==> config.mk <==
export PLATFORM = sky130hd
export DESIGN_NAME = irq_flag_ctrl
export DESIGN_NICKNAME = d
export VERILOG_FILES = /design/src/rtl/irqc_pkg.sv /design/src/rtl/irqc_edge_sync.sv /design/src/rtl/irqc_flag_bank.sv /design/src/rtl/irqc_regs.sv /design/src/rtl/irqc_prio.sv /design/src/rtl/irq_flag_ctrl.sv
export SDC_FILE = /design/constraint.sdc
export NUM_CORES = 1
export LEC_CHECK = 0
export ABC_AREA = 1
export CAP_MARGIN = 30
export CORE_MARGIN = 10
export CORE_UTILIZATION = 45
export CTS_CLUSTER_SIZE = 12
export DETAILED_ROUTE_END_ITERATION = 6
export MAX_ROUTING_LAYER = met4
export PLACE_DENSITY_LB_ADDON = 0.3
export SKIP_CTS_REPAIR_TIMING = 1
export SKIP_LAST_GASP = 1
export SYNTH_ARGS = -nofsm -noshare
export SYNTH_HDL_FRONTEND = slang
export SYNTH_SLANG_ARGS = --single-unit
==> constraint.sdc <==
create_clock -name clk -period 1.35 [get_ports clk]
set_input_delay 0.27 -clock clk [delete_from_list [all_inputs] [get_ports clk]]
set_output_delay 0.27 -clock clk [all_outputs]
set_load 0.03 [all_outputs]
==> src/rtl/irqc_pkg.sv <==
// Shared constants for the masked interrupt flag controller: source
// numbering (which is also the priority order), register map and the
// fixed vector table.
package irqc_pkg;

    localparam int NSRC    = 14;
    localparam int DATA_W  = 8;
    localparam int VEC_W   = 13;
    localparam int FLAG_W  = NSRC + 2;
    localparam int ADDR_W  = 2;

    localparam int SRC_WDT  = 0;
    localparam int SRC_EXT0 = 1;
    localparam int SRC_TCK  = 2;
    localparam int SRC_EXT1 = 3;
    localparam int SRC_TBS  = 4;
    localparam int SRC_UTX  = 5;
    localparam int SRC_URX  = 6;
    localparam int SRC_UERR = 7;
    localparam int SRC_TM3  = 8;
    localparam int SRC_SPI  = 9;
    localparam int SRC_TM4  = 10;
    localparam int SRC_EXT3 = 11;
    localparam int SRC_ADC  = 12;
    localparam int SRC_EXT5 = 13;
    localparam int BIT_RISE = 14;
    localparam int BIT_FALL = 15;

    typedef enum logic [ADDR_W-1:0] {
        REG_FLAG_LO = 2'd0,
        REG_FLAG_HI = 2'd1,
        REG_MASK_LO = 2'd2,
        REG_MASK_HI = 2'd3
    } reg_sel_e;

    // Fixed vector for a source number; 0 is the reset vector.
    function automatic logic [VEC_W-1:0] src_vector(input int idx);
        case (idx)
            SRC_WDT:  return 13'h003;
            SRC_EXT0: return 13'h006;
            SRC_TCK:  return 13'h009;
            SRC_EXT1: return 13'h00F;
            SRC_TBS:  return 13'h012;
            SRC_UTX:  return 13'h015;
            SRC_URX:  return 13'h018;
            SRC_UERR: return 13'h01B;
            SRC_TM3:  return 13'h021;
            SRC_SPI:  return 13'h024;
            SRC_TM4:  return 13'h027;
            SRC_EXT3: return 13'h030;
            SRC_ADC:  return 13'h033;
            SRC_EXT5: return 13'h036;
            default:  return 13'h000;
        endcase
    endfunction

endpackage

==> src/rtl/irqc_edge_sync.sv <==
// Synchronizes an asynchronous pin through STAGES flops and reports
// single-cycle rising and falling edges of the synchronized level.
// Assumes STAGES >= 2 and the pin is low while reset is applied.
module irqc_edge_sync #(
    parameter int STAGES = 2
) (
    input  logic clk,
    input  logic rst_n,
    input  logic pin_i,
    output logic rise_o,
    output logic fall_o
);

    logic [STAGES-1:0] sync_q;
    logic              prev_q;

    // Synchronizer chain, stage 0 samples the pin.
    always_ff @(posedge clk) begin
        if (!rst_n) sync_q[0] <= 1'b0;
        else        sync_q[0] <= pin_i;
    end

    generate
        for (genvar s = 1; s < STAGES; s++) begin : g_stage
            // Each further stage copies the one before it.
            always_ff @(posedge clk) begin
                if (!rst_n) sync_q[s] <= 1'b0;
                else        sync_q[s] <= sync_q[s-1];
            end
        end
    endgenerate

    // Holds the synchronized level of the previous cycle for edge detection.
    always_ff @(posedge clk) begin
        if (!rst_n) prev_q <= 1'b0;
        else        prev_q <= sync_q[STAGES-1];
    end

    assign rise_o =  sync_q[STAGES-1] & ~prev_q;
    assign fall_o = ~sync_q[STAGES-1] &  prev_q;

endmodule

==> src/rtl/irqc_flag_bank.sv <==
// Sticky flag bits. Hardware sets, software clears by writing 0 into a
// bit of the low or high half; a 1 written keeps the bit. A forced
// clear overrides everything. Assumes FLAG_W == 2*DATA_W.
module irqc_flag_bank #(
    parameter int FLAG_W = 16,
    parameter int DATA_W = 8
) (
    input  logic              clk,
    input  logic              rst_n,
    input  logic [FLAG_W-1:0] set_i,
    input  logic [FLAG_W-1:0] force_clr_i,
    input  logic              wr_lo_i,
    input  logic              wr_hi_i,
    input  logic [DATA_W-1:0] wdata_i,
    output logic [FLAG_W-1:0] flag_o
);

    generate
        for (genvar b = 0; b < FLAG_W; b++) begin : g_flag
            logic keep;
            // Decide whether a software write lets this bit survive.
            if (b < DATA_W) begin : g_lo
                assign keep = ~wr_lo_i | wdata_i[b];
            end else begin : g_hi
                assign keep = ~wr_hi_i | wdata_i[b-DATA_W];
            end

            // One flag: forced clear, else keep-and-set.
            always_ff @(posedge clk) begin
                if (!rst_n)              flag_o[b] <= 1'b0;
                else if (force_clr_i[b]) flag_o[b] <= 1'b0;
                else                     flag_o[b] <= (flag_o[b] & keep) | set_i[b];
            end
        end
    endgenerate

endmodule

==> src/rtl/irqc_regs.sv <==
// Register port: mask storage, write decode toward the flag bank and
// the read multiplexer that returns flags ANDed with their masks.
module irqc_regs
    import irqc_pkg::*;
#(
    parameter int DW = DATA_W
) (
    input  logic              clk,
    input  logic              rst_n,
    input  logic              we_i,
    input  logic [ADDR_W-1:0] addr_i,
    input  logic [DW-1:0]     wdata_i,
    input  logic [2*DW-1:0]   flag_i,
    output logic [2*DW-1:0]   mask_o,
    output logic              wr_flag_lo_o,
    output logic              wr_flag_hi_o,
    output logic [DW-1:0]     rdata_o
);

    reg_sel_e sel;
    assign sel = reg_sel_e'(addr_i);

    assign wr_flag_lo_o = we_i && (sel == REG_FLAG_LO);
    assign wr_flag_hi_o = we_i && (sel == REG_FLAG_HI);

    // Mask halves, plain read/write storage.
    always_ff @(posedge clk) begin
        if (!rst_n) begin
            mask_o <= '0;
        end else if (we_i) begin
            if (sel == REG_MASK_LO) mask_o[DW-1:0]    <= wdata_i;
            if (sel == REG_MASK_HI) mask_o[2*DW-1:DW] <= wdata_i;
        end
    end

    // Read selection; flag halves are returned masked.
    always_comb begin
        unique case (sel)
            REG_FLAG_LO: rdata_o = flag_i[DW-1:0]    & mask_o[DW-1:0];
            REG_FLAG_HI: rdata_o = flag_i[2*DW-1:DW] & mask_o[2*DW-1:DW];
            REG_MASK_LO: rdata_o = mask_o[DW-1:0];
            default:     rdata_o = mask_o[2*DW-1:DW];
        endcase
    end

endmodule

==> src/rtl/irqc_prio.sv <==
// Fixed-priority resolver: the lowest-numbered pending source wins and
// its vector from the package table is returned; 0 when none pends.
module irqc_prio
    import irqc_pkg::*;
#(
    parameter int N = NSRC
) (
    input  logic [N-1:0]     pend_i,
    output logic             any_o,
    output logic [VEC_W-1:0] vector_o
);

    assign any_o = |pend_i;

    // Scan from the highest number down so the lowest pending one is last written.
    always_comb begin
        vector_o = '0;
        for (int i = N - 1; i >= 0; i--) begin
            if (pend_i[i]) vector_o = src_vector(i);
        end
    end

endmodule

==> src/rtl/irq_flag_ctrl.sv <==
// Masked interrupt flag controller top. Combines pulse and pin sources
// into sticky flags, applies masks and the master enable, and drives the
// request and vector. Assumes request pulses last one cycle and the
// EXT3 pin is asynchronous.
module irq_flag_ctrl
    import irqc_pkg::*;
#(
    parameter int SYNC_STAGES = 2
) (
    input  logic              clk,
    input  logic              rst_n,
    input  logic [NSRC-1:0]   src_pulse_i,
    input  logic              ext3_pin_i,
    input  logic              ext3_rise_en_i,
    input  logic              ext3_fall_en_i,
    input  logic              ext0_en_i,
    input  logic              uart_en_i,
    input  logic              gie_set_i,
    input  logic              ack_i,
    input  logic              reg_we_i,
    input  logic [ADDR_W-1:0] reg_addr_i,
    input  logic [DATA_W-1:0] reg_wdata_i,
    output logic [DATA_W-1:0] reg_rdata_o,
    output logic              irq_o,
    output logic [VEC_W-1:0]  vector_o
);

    localparam logic [NSRC-1:0] PIN_SRC = NSRC'(1) << SRC_EXT3;

    logic              rise_edge, fall_edge, rise_hit, fall_hit;
    logic [FLAG_W-1:0] set_vec, clr_vec, flag_q, mask_q;
    logic              wr_lo, wr_hi, any_pend, gie_q;

    irqc_edge_sync #(.STAGES(SYNC_STAGES)) u_sync (
        .clk(clk), .rst_n(rst_n), .pin_i(ext3_pin_i),
        .rise_o(rise_edge), .fall_o(fall_edge)
    );

    assign rise_hit = rise_edge & ext3_rise_en_i;
    assign fall_hit = fall_edge & ext3_fall_en_i;

    // Build per-flag set and forced-clear vectors.
    always_comb begin
        set_vec[NSRC-1:0] = (src_pulse_i & ~PIN_SRC)
                          | ({NSRC{rise_hit | fall_hit}} & PIN_SRC);
        set_vec[BIT_RISE] = rise_hit;
        set_vec[BIT_FALL] = fall_hit;
        clr_vec           = '0;
        clr_vec[SRC_EXT0] = ~ext0_en_i;
        clr_vec[SRC_UERR] = ~uart_en_i;
    end

    irqc_flag_bank #(.FLAG_W(FLAG_W), .DATA_W(DATA_W)) u_flags (
        .clk(clk), .rst_n(rst_n), .set_i(set_vec), .force_clr_i(clr_vec),
        .wr_lo_i(wr_lo), .wr_hi_i(wr_hi), .wdata_i(reg_wdata_i),
        .flag_o(flag_q)
    );

    irqc_regs #(.DW(DATA_W)) u_regs (
        .clk(clk), .rst_n(rst_n), .we_i(reg_we_i), .addr_i(reg_addr_i),
        .wdata_i(reg_wdata_i), .flag_i(flag_q), .mask_o(mask_q),
        .wr_flag_lo_o(wr_lo), .wr_flag_hi_o(wr_hi), .rdata_o(reg_rdata_o)
    );

    irqc_prio #(.N(NSRC)) u_prio (
        .pend_i(flag_q[NSRC-1:0] & mask_q[NSRC-1:0]),
        .any_o(any_pend), .vector_o(vector_o)
    );

    // Master enable: acknowledge clears with priority over set.
    always_ff @(posedge clk) begin
        if (!rst_n)         gie_q <= 1'b0;
        else if (ack_i)     gie_q <= 1'b0;
        else if (gie_set_i) gie_q <= 1'b1;
    end

    assign irq_o = gie_q & any_pend;

endmodule

* After elaboration in Yosys (flattened, before gate mapping)
Cells that the tools add are included.
** Cells by class
- Eq/ne operators :: 3
- Multiplexer cells :: 15
- Bitwise gates (word level) :: 63
- Reduce and logical (&&, ||, !) cells :: 9
** Operators by type and width (number)
- $mux 6 :: 14
- $or 1x1->1 :: 33
- $pmux 8 s3 :: 1
- $and 1x1->1 :: 21
- $and 8x8->8 :: 2
- $and 14x14->14 :: 1
- $or 14x12->14 :: 1
- $reduce_or 14->1 :: 1
- $reduce_and 2->1 :: 4
- $not 1->1 :: 5
- $eq 2x2->1 const B :: 2
- $eq 2x1->1 const B :: 1
- $logic_and 1x1->1 :: 2
- $logic_not 2->1 :: 1
- $reduce_or 2->1 :: 1
** Word-level totals
- Bits in registers :: 36
- Input port bits :: 34
- Output and inout bits :: 22
- Logic and storage cells :: 112

* Longest topological paths before layout
Gate-level depths: netlist (run 1).
- Depth in word-level cells :: 15
- Gate-level depth with buffers :: 12
- Gate-level depth less buffers :: 12

* By module
From an unflattened synthesis (run 1), not the netlist that was laid out.
** Unflattened totals
- Cells, all modules :: 378
- Area total of the unflattened synthesis :: 2283.4 um^2
** By module, submodules not included
- irqc_regs :: times used 1, cells each 133, area an instance 860.8 um^2, seq. area each 320.3 um^2
- irqc_flag_bank :: times used 1, cells each 124, area an instance 809.5 um^2, seq. area each 320.3 um^2
- irqc_prio :: times used 1, cells each 65, area an instance 335.3 um^2, seq. area each 0.0 um^2
- irq_flag_ctrl :: times used 1, cells each 43, area an instance 177.7 um^2, seq. area each 20.0 um^2
- irqc_edge_sync :: times used 1, cells each 13, area an instance 100.1 um^2, seq. area each 60.1 um^2

* Worst setup path after synthesis (run 1)
Ideal clock, no wire load.
- Path kind :: reg-to-output
- Start point :: register u_flags.flag_o[0]
- End point :: output vector_o[4]
- Arrival :: 1365 ps
- Required time :: 1080 ps
- Setup slack :: -285 ps
- Cell stages (with the launch flop) :: 5
- Path buffers :: 0
- Path through :: dfxtp_1 > nand2_1 > nand2_1 > nor2_1 > a21boi_0
** Between the ends
- Cells in the longest elaborated chain, start to end :: 2
** RTL lines
- start: declaration :: line irqc_flag_bank.sv:15 : output logic [FLAG_W-1:0] flag_o
- start signal: indexed assignment :: line irqc_flag_bank.sv:32 : else flag_o[b] <= (flag_o[b] & keep) | set_i[b];
- $and 14x14->14 :: line irq_flag_ctrl.sv:66 : .pend_i(flag_q[NSRC-1:0] & mask_q[NSRC-1:0]),
- $mux 6 :: line irqc_prio.sv:19 : if (pend_i[i]) vector_o = src_vector(i);
- end: declaration :: line irq_flag_ctrl.sv:25 : output logic [VEC_W-1:0] vector_o
No other way between the ends.

* Worst setup path in the final report (run 1)
- Start point :: register u_regs.mask_o[12]
- End point :: output vector_o[0]
** Between the ends
- Cells in the longest elaborated chain, start to end :: 14
** RTL lines
- start: declaration :: line irqc_regs.sv:14 : output logic [2*DW-1:0] mask_o,
- start signal: indexed assignment :: line irqc_regs.sv:31 : if (sel == REG_MASK_LO) mask_o[DW-1:0] <= wdata_i;
- start signal: indexed assignment :: line irqc_regs.sv:32 : if (sel == REG_MASK_HI) mask_o[2*DW-1:DW] <= wdata_i;
- $and 14x14->14 :: line irq_flag_ctrl.sv:66
- $mux 6 (13 in a row) :: line irqc_prio.sv:19
No other way between the ends.

==> run_results.csv, run 1 <==
group,metric,value,unit
synthesis,syn_inst,264,
clock_tree,cts_max_level,2,
sta,period_minus_slack,1.90,ns
pwr,ir_drop,0.000657,V
setup_path,required,1.08,ns
synthesis,synth_top_family_by_area,"compound AO/OA/AOI/OAI gates",
flow_run,drv_cap,0,
synthesis,synth_compound_area_frac,0.237,
placed_design,portBuffers,47,
synthesis,synth_xor_area_frac,0,
clock_tree,cts_max_path_buffers,2,
global_route,grtUsageTotal,0.160,
routing,ant_nets,0,
die,dieWidth,82.9,µm
synthesis,synth_cell_type_count,20,
clock_tree,cts_root_buf,"clkbuf_8",
sta,worst_slack,-0.551,ns
setup_path,path_max_fanout,3,
clock_tree,worstSkewPairLatency,0.28,ns
sta,rsz0062_at_grt,"true",
routing,avgViaCountPerCell,5.37,
finish,final_nets,399,
die,fp-row-count,22,
die,io_pins,56,
global_route,grt_pass1_wl,9160,µm
clock_tree,tritoncts,"built",
finish,fill_cells,268,
routing,wl_per_cell,15.6,µm
setup_path,critical_path_class,"flip-flop to primary output",
finish,area_growth,64.4,%
synthesis,ys_warn_count,0,
global_route,overflow,0,
run_status,status,"finished, violations left",
pwr,p_total,0.00246,W
global_route,grt_start_max_net_pins,22,
synthesis,syn_area,1780,µm²
synthesis,synth-simple-area-share,0.222,
sta,finalSetupViolations,15,
sta,finalMaxSlewViolations,0,
global_route,antenna_found_initial,0,
finish,n_antenna_cell,0,
synthesis,ys_ff_latch,36,
clock_tree,clk_pin_slew,0.08,ns
pwr,p_leak,1.42,nW
die,fp.coreArea,3740,µm²
finish,final_util,0.782,
die,die_y,82.9,µm
placed_design,place_hpwl,4490,µm
pwr,powerDensity,841,nW/µm²
setup_path,worst_ep_arrival_time,1.63,ns
setup_path,cp-end-kind,"primary output",
run_status,violations,"setup timing",
setup_path,start_kind,"flip-flop",
finish,layout-drive-gt1-share,0.353,
placed_design,gp_congestion,0.890,
synthesis,postSynthAreaPerCell,6.75,µm²
synthesis,yosysSeqAreaShare,0.404,
routing,detail_route.iter0.violations,258,
die,start_util,0.476,
routing,drtPass1Iterations,5,
global_route,grt_pass1_vias,2084,
synthesis,synthMuxAreaShare,0,
routing,via_count,2216,
clock_tree,cts_made_buffers,5,
sta,fin_tns_setup,-3.71,ns
die,die_area,6880,µm²
routing,drc,0,
sta,period_share,1.41,
worst_hold_path,min-delay-path-class,"flip-flop to flip-flop",
routing,wl,6450,µm
sta,fmax,526,MHz
synthesis,synthAdderAreaFrac,0,
sta,finClkSkew,0.000570,ns
clock_tree,clkSinkCount,36,
sta,hold_viol,0,
-- cells in the final DEF (no fill, tap or decap), types with 2 or more instances in the layout --
| cell | synthesis | layout |
|---|---|---|
| a21oi_1 | 33 | 31 |
| a21oi_2 | 0 | 2 |
| a31oi_1 | 2 | 2 |
| buf_4 | 9 | 48 |
| buf_6 | 0 | 19 |
| clkbuf_8 | 0 | 5 |
| clkdlybuf4s50_1 | 0 | 30 |
| conb_1 | 1 | 7 |
| dfxtp_1 | 36 | 19 |
| dfxtp_2 | 0 | 17 |
| inv_1 | 38 | 35 |
| inv_2 | 3 | 4 |
| inv_4 | 0 | 2 |
| nand2_1 | 69 | 56 |
| nand2_2 | 2 | 14 |
| nand3_1 | 16 | 14 |
| nand3_2 | 0 | 2 |
| nor2_1 | 6 | 2 |
| nor2_2 | 1 | 4 |
| nor3_1 | 3 | 2 |
| o2111ai_4 | 0 | 2 |
| o211ai_1 | 5 | 5 |
| o21ai_0 | 28 | 25 |
| o21ai_1 | 0 | 3 |
| o221ai_2 | 0 | 2 |
-- power by group --
group / internal [W] / leakage, nW / switching, W
logic: 0.000272 / 1.07 / 0.000310
clock network: 0.000351 / 0.0410 / 0.000376
registers: 0.00112 / 0.302 / 0.0000337
-- final cells by class --
class,instances,area [µm²],share of cell area
clock buffers,6,72.6,0.0248
well taps,48,60.1,0.0205
inverters,41,159,0.0543
clock inverters,1,5.00,0.00171
flip-flops and latches,36,742,0.253
repair buffers,101,917,0.313
multi-input cells,180,973,0.332
-- path summary, 6_finish.rpt --
kind,start,end,slack [ns],cells past startpoint
min reg2reg,u_sync.sync_q[0]$_SDFF_PN0_,u_sync.sync_q[1]$_SDFF_PN0_,0.42,2
max reg2reg,u_regs.mask_o[13]$_SDFFE_PN0P_,u_regs.mask_o[13]$_SDFFE_PN0P_,0.40,4
max,u_regs.mask_o[12]$_SDFFE_PN0P_,vector_o[0],-0.55,14
min,u_sync.sync_q[0]$_SDFF_PN0_,u_sync.sync_q[1]$_SDFF_PN0_,0.42,2
-- synthesized netlist by cell type --
cell	count	share of area
nor3_1	3	0.0084
nand2_2	2	0.0070
o2111ai_1	3	0.015
a31oi_1	2	0.0070
nand3_1	16	0.045
clkbuf_1	2	0.0042
dfxtp_1	36	0.40
inv_2	3	0.0063
o211ai_1	5	0.021
o221ai_1	3	0.015
a21boi_0	2	0.0084
nor2_2	1	0.0035
buf_4	9	0.038
nor2_1	6	0.013
nand2_1	69	0.15
a21oi_1	33	0.093
conb_1	1	0.0021
buf_2	2	0.0056
inv_1	38	0.080
o21ai_0	28	0.079
-- sequential cells by signal (all words and copies together), names as in the netlist --
| register | cells |
|---|---|
| u_flags.flag_o | 16 |
| u_sync.sync_q | 2 |
| u_regs.mask_o | 16 |
| u_sync.prev_q | 1 |
| gie_q | 1 |
-- worst max-delay path: stages, from the launching register on --
cell	delay (ns)
dfxtp_2	0.35
nand2_2	0.08
buf_6	0.13
inv_4	0.05
nand2_2	0.05
nand2_1	0.09
nand2_1	0.07
nand2_1	0.06
nand2_1	0.05
nand2_1	0.06
nand2_1	0.05
nand2_1	0.06
nand2_1	0.06
nand2_2	0.06
buf_6	0.12
-- kinds of logic (layout without fill, tap and decap cells) --
group	count (synthesis)	in the layout
other	1	7
AND/OR/NAND/NOR	97	97
AO/OA/AOI/OAI	76	76
buffers and inverters	54	149
flip-flops	36	36
-- metal layers --
layer / global-route usage / part of all wire
met1: 0.171 / 0.38
met2: 0.274 / 0.50
met3: 0.0518 / 0.088
met4: 0.0462 / 0.031
met5: - / 0
-- through the flow --
| stage | cell area [µm²] | setup WS [ns] | std cells | hold slack, ns |
|---|---|---|---|---|
| 4_1_cts | 2700 | -0.705 | 409 | 0.425 |
| 6_report | 2930 | -0.551 | 413 | 0.421 |
| 5_1_grt | 2930 | -0.651 | 413 | 0.451 |
| 3_5_place_dp | 2620 | -0.495 | 402 | 0.409 |
| 2_1_floorplan | 1820 | -0.112 | 270 | 0.349 |
| 3_3_place_gp | 2620 | -0.428 | 402 | 0.396 |
Note: power is estimated with default switching activity, not from simulation.
==> run 2, diff against run 1 <==
--- a/config.mk
+++ b/config.mk
@@ -13,6 +13,7 @@
 export DETAILED_ROUTE_END_ITERATION = 6
 export MAX_ROUTING_LAYER = met4
 export PLACE_DENSITY_LB_ADDON = 0.3
+export REMOVE_ABC_BUFFERS = 1
 export SKIP_CTS_REPAIR_TIMING = 1
 export SKIP_LAST_GASP = 1
 export SYNTH_ARGS = -nofsm -noshare
==> run_results.csv, run 2 (synthesis gave the netlist of run 1 again) <==
group,metric,value,unit
run_status,status,"finished, violations left",
run_status,violations,"setup timing",
setup_path,critPathTopFamily,"simple AND/OR/NAND/NOR gates",
pwr,p_clk_frac,0.327,
die,io_pins,56,
routing,drtPass1Iterations,4,
setup_path,path_max_fanout,3,
worst_hold_path,min-delay-path-class,"flip-flop to flip-flop",
pwr,p_comb_frac,0.222,
flow_run,drv_cap,0,
sta,hold_viol,0,
setup_path,cp-end-kind,"primary output",
sta,finClkSkew,0.00198,ns
pwr,p_int,0.00180,W
global_route,antenna_found_initial,0,
setup_path,required,1.08,ns
setup_path,worst_ep_arrival_time,1.61,ns
routing,detail_route.iter0.violations,190,
die,fp.coreArea,3740,µm²
global_route,grt_pass1_vias,2038,
sta,finalSetupViolations,15,
clock_tree,cts_root_buf,"clkbuf_8",
pwr,ir_drop,0.000687,V
placed_design,gp_congestion,0.866,
finish,final_cell_mix,"nand2_1, buf_4, inv_1, a21oi_1, clkdlybuf4s50_1",
die,start_util,0.476,
sta,fmax,533,MHz
pwr,powerDensity,876,nW/µm²
pwr,p_sw,0.000756,W
placed_design,dp_slack,-0.506,ns
placed_design,place_hpwl,4440,µm
sta,period_minus_slack,1.88,ns
pwr,p_seq_frac,0.451,
placed_design,portBuffers,47,
setup_path,critPathSlowestCell,"dfxtp_2",
routing,wl,6170,µm
setup_path,path_cells,"nand2_2 > buf_4 > a21boi_0 > o21ai_1 > nand3_1 > nand2_1 > nand2_1 > nand2_2 > buf_6",
finish,layout_commonest_cell,"nand2_1",
pwr,swShare,0.295,
clock_tree,worstSkewPairLatency,0.30,ns
pwr,p_total,0.00256,W
global_route,grt_pass1_wl,9190,µm
clock_tree,clk_pin_slew,0.08,ns
setup_path,start_kind,"flip-flop",
finish,n_antenna_cell,0,
setup_path,critical_path_class,"flip-flop to primary output",
routing,drc,0,
finish,area_growth,63.9,%
setup_path,path_buf_inv,2,
global_route,grt_start_max_net_pins,14,
sta,period_share,1.39,
routing,ant_nets,0,
routing,via_count,2149,
pwr,p_leak,1.42,nW
finish,layout-drive-gt1-share,0.345,
clock_tree,clkSinkCount,36,
global_route,overflow,0,
die,dieWidth,82.9,µm
clock_tree,cts_max_level,2,
routing,wl_per_cell,14.8,µm
sta,rsz0062_at_grt,"true",
finish,reg_top3,"u_flags.flag_o: 16 flops, u_regs.mask_o: 16 flops, u_sync.sync_q: 2 flops",
clock_tree,cts_made_buffers,5,
clock_tree,tritoncts,"built",
sta,worst_slack,-0.526,ns
sta,finalMaxSlewViolations,0,
routing,avgViaCountPerCell,5.17,
die,die_area,6880,µm²
global_route,grtUsageTotal,0.162,
setup_path,slowest_delay,0.33,ns
clock_tree,cts_max_path_buffers,2,
die,fp-row-count,22,
die,die_y,82.9,µm
finish,final_nets,401,
-- run 2: routing by layer --
metal / vias up / track usage / wire length, µm
li1: 1053 / - / -
met1: 981 / 0.176 / 2410
met2: 96 / 0.275 / 3080
met3: 19 / 0.0400 / 483
met4: 0 / 0.0662 / 192
met5: - / - / 0
-- run 2: per-stage QoR --
stage / cell area [µm²] / hold slack (ns) / std cells / setup TNS, ns / util
final: 2920 / 0.418 / 416 / -4.10 / 0.780
after global routing: 2920 / 0.441 / 416 / -5.18 / 0.780
after CTS: 2710 / 0.422 / 413 / -10.55 / 0.724
after detailed placement: 2610 / 0.406 / 405 / -17.54 / 0.698
after global placement: 2610 / 0.394 / 405 / -16.09 / 0.698
after floorplan: 1720 / 0.349 / 257 / -0.653 / -
-- run 2: layout make-up --
cell class | count | area [µm²]
repair buffers | 103 | 915
inverters | 41 | 156
multi-input cells | 180 | 952
flip-flops and latches | 36 | 739
fillers | 270 | 823
clock inverters | 2 | 15.0
well taps | 48 | 60.1
clock buffers | 6 | 82.6
-- run 2: final timing paths --
path | from | to | slack, ns | cells after the start
worst max-delay path | u_flags.flag_o[10]$_SDFF_PN0_ | vector_o[1] | -0.53 | 9
worst min-delay path | u_sync.sync_q[0]$_SDFF_PN0_ | u_sync.sync_q[1]$_SDFF_PN0_ | 0.42 | 2
worst max register to register | u_flags.flag_o[2]$_SDFF_PN0_ | u_flags.flag_o[2]$_SDFF_PN0_ | 0.49 | 4
worst min register to register | u_sync.sync_q[0]$_SDFF_PN0_ | u_sync.sync_q[1]$_SDFF_PN0_ | 0.42 | 2
-- run 2: power groups by stage --
stage               clock network (W)  registers (W)  logic (W)
finish                       0.000836        0.00115   0.000568
global route                 0.000884        0.00116   0.000616
CTS                          0.000828        0.00114   0.000521
detailed placement                  0        0.00117   0.000518
global placement                    0        0.00116   0.000508
floorplan                           0        0.00116   0.000228
-- run 2: worst reg2reg max path: stages (launching register included) --
cell and delay, ns:
dfxtp_2 0.33, buf_6 0.11, buf_4 0.12, o21ai_0 0.10, a21oi_1 0.09
==> run 3, diff against run 2 <==
--- a/config.mk
+++ b/config.mk
@@ -7,7 +7,7 @@
 export LEC_CHECK = 0
 export ABC_AREA = 1
 export CAP_MARGIN = 30
-export CORE_MARGIN = 10
+export CORE_MARGIN = 2
 export CORE_UTILIZATION = 45
 export CTS_CLUSTER_SIZE = 12
 export DETAILED_ROUTE_END_ITERATION = 6
==> run_results.csv, run 3 (synthesis gave the netlist of run 1 again) <==
group,metric,value,unit
sta,period_share,1.38,
global_route,grt_start_max_net_pins,15,
finish,reg_top3,"u_flags.flag_o: 16 flops, u_regs.mask_o: 16 flops, u_sync.sync_q: 2 flops",
pwr,p_comb_frac,0.214,
global_route,grtUsageTotal,0.258,
placed_design,gp_congestion,0.873,
finish,layout_commonest_cell,"buf_4",
sta,hold_ws,0.424,ns
sta,worst_slack,-0.516,ns
routing,ant_nets,0,
clock_tree,tritoncts,"built",
setup_path,r2r_slack,0.49,ns
die,fp.coreArea,3740,µm²
placed_design,portBuffers,47,
sta,finalSetupViolations,15,
die,die_area,4480,µm²
global_route,overflow,0,
routing,wl_per_cell,13.8,µm
pwr,ir_drop,0.000841,V
finish,multi_input_area,951,µm²
sta,fmax,536,MHz
die,dieWidth,66.9,µm
finish,layout-drive-gt1-share,0.353,
finish,final_util,0.780,
finish,final_cell_mix,"buf_4, nand2_1, inv_1, a21oi_1, clkdlybuf4s50_1",
pwr,p_total,0.00267,W
setup_path,cp-end-kind,"primary output",
routing,avgViaCountPerCell,5.31,
clock_tree,cts_max_path_buffers,2,
run_status,violations,"setup timing",
setup_path,endpoint,"vector_o[2]",
routing,drc,0,
finish,final_nets,401,
setup_path,r2r_end,"u_flags.flag_o[7]$_SDFF_PN0_",
die,fp-row-count,22,
global_route,antenna_found_initial,0,
pwr,powerDensity,914,nW/µm²
clock_tree,cts_max_level,2,
flow_run,drv_cap,0,
sta,period_minus_slack,1.87,ns
setup_path,worst_ep_arrival_time,1.60,ns
sta,rsz0062_at_grt,"true",
routing,via_count,2207,
global_route,grt_pass1_wl,8450,µm
setup_path,regToRegStartpoint,"u_flags.flag_o[7]$_SDFF_PN0_",
sta,finClkSkew,0.00305,ns
setup_path,cp-startpoint,"u_flags.flag_o[6]$_SDFF_PN0_",
pwr,p_int,0.00194,W
run_status,status,"finished, violations left",
pwr,p_clk_frac,0.354,
worst_hold_path,min-delay-path-class,"flip-flop to flip-flop",
finish,fill_cells,274,
finish,seq_area,739,µm²
die,io_pins,56,
clock_tree,worstSkewPairLatency,0.29,ns
sta,finalMaxSlewViolations,0,
setup_path,start_kind,"flip-flop",
pwr,p_sw,0.000729,W
die,die_y,66.9,µm
setup_path,path_max_fanout,2,
placed_design,dp_slack,-0.561,ns
clock_tree,cts_root_buf,"clkbuf_8",
finish,fin_cells,416,
pwr,p_leak,1.43,nW
routing,wl,5760,µm
sta,hold_viol,0,
setup_path,required,1.08,ns
pwr,swShare,0.273,
global_route,grt_pass1_vias,1928,
finish,area_growth,64.0,%
clock_tree,clk_pin_slew,0.07,ns
finish,n_antenna_cell,0,
die,start_util,0.476,
clock_tree,clkSinkCount,36,
routing,detail_route.iter0.violations,180,
placed_design,place_hpwl,4050,µm
pwr,p_seq_frac,0.432,
setup_path,critical_path_class,"flip-flop to primary output",
setup_path,r2r_cells,4,
clock_tree,cts_made_buffers,5,
routing,drtPass1Iterations,7,
placed_design,dp.cells,405,
run 3: per-layer routing:
layer  up-vias  part of all wire  track usage  routed length (µm)
li1       1059                 -            -                   -
met2       118              0.52        0.446                2970
met4         0             0.012       0.0765                  70
met1      1020              0.38        0.303                2210
met3        10             0.087       0.0507                 502
met5         -                 0            -                   0
run 3: worst max-delay path, stage by stage (launching register included):
cell and delay, ns:
dfxtp_2 0.33, nand2_2 0.10, nand2_2 0.08, buf_4 0.14, nor2_1 0.09, nand2_1 0.06
nand2_1 0.06, nand2_1 0.05, nand2_1 0.07, nand2_2 0.05, a21oi_2 0.13, buf_6 0.14
run 3: worst min-delay path by stage:
stage | start | to | slack [ns] | cells after the start
final | u_sync.sync_q[0]$_SDFF_PN0_ | u_sync.sync_q[1]$_SDFF_PN0_ | 0.42 | 2
after floorplan | ack_i | gie_q$_SDFFE_PP0P_ | 0.35 | 1
after CTS | u_sync.sync_q[0]$_SDFF_PN0_ | u_sync.sync_q[1]$_SDFF_PN0_ | 0.43 | 2
after detailed placement | u_sync.sync_q[0]$_SDFF_PN0_ | u_sync.sync_q[1]$_SDFF_PN0_ | 0.41 | 2
after global placement | u_sync.sync_q[0]$_SDFF_PN0_ | u_sync.sync_q[1]$_SDFF_PN0_ | 0.40 | 2
after global routing | u_sync.sync_q[0]$_SDFF_PN0_ | u_sync.sync_q[1]$_SDFF_PN0_ | 0.45 | 2
run 3: cell type report:
type | count | share of cell area
clock buffer | 6 | 0.0248
clock inverter | 2 | 0.0120
inverter | 41 | 0.0535
multi-input combinational | 180 | 0.325
sequential | 36 | 0.253
tap | 48 | 0.0206
timing repair buffer | 103 | 0.310
run 3: stage by stage:
stage,TNS (ns),cell area [µm²]
2_1_floorplan,-0.653,1720
3_3_place_gp,-15.86,2610
3_5_place_dp,-16.94,2610
4_1_cts,-9.61,2720
5_1_grt,-5.15,2920
6_report,-4.27,2920
run 3: power by group through the flow:
| stage | Combinational [W] | Clock [W] | Sequential (W) |
|---|---|---|---|
| after detailed placement | 0.000514 | 0 | 0.00117 |
| after global placement | 0.000505 | 0 | 0.00116 |
| after CTS | 0.000516 | 0.000941 | 0.00114 |
| final | 0.000570 | 0.000945 | 0.00115 |
| after global routing | 0.000618 | 0.000980 | 0.00116 |
| after floorplan | 0.000228 | 0 | 0.00116 |
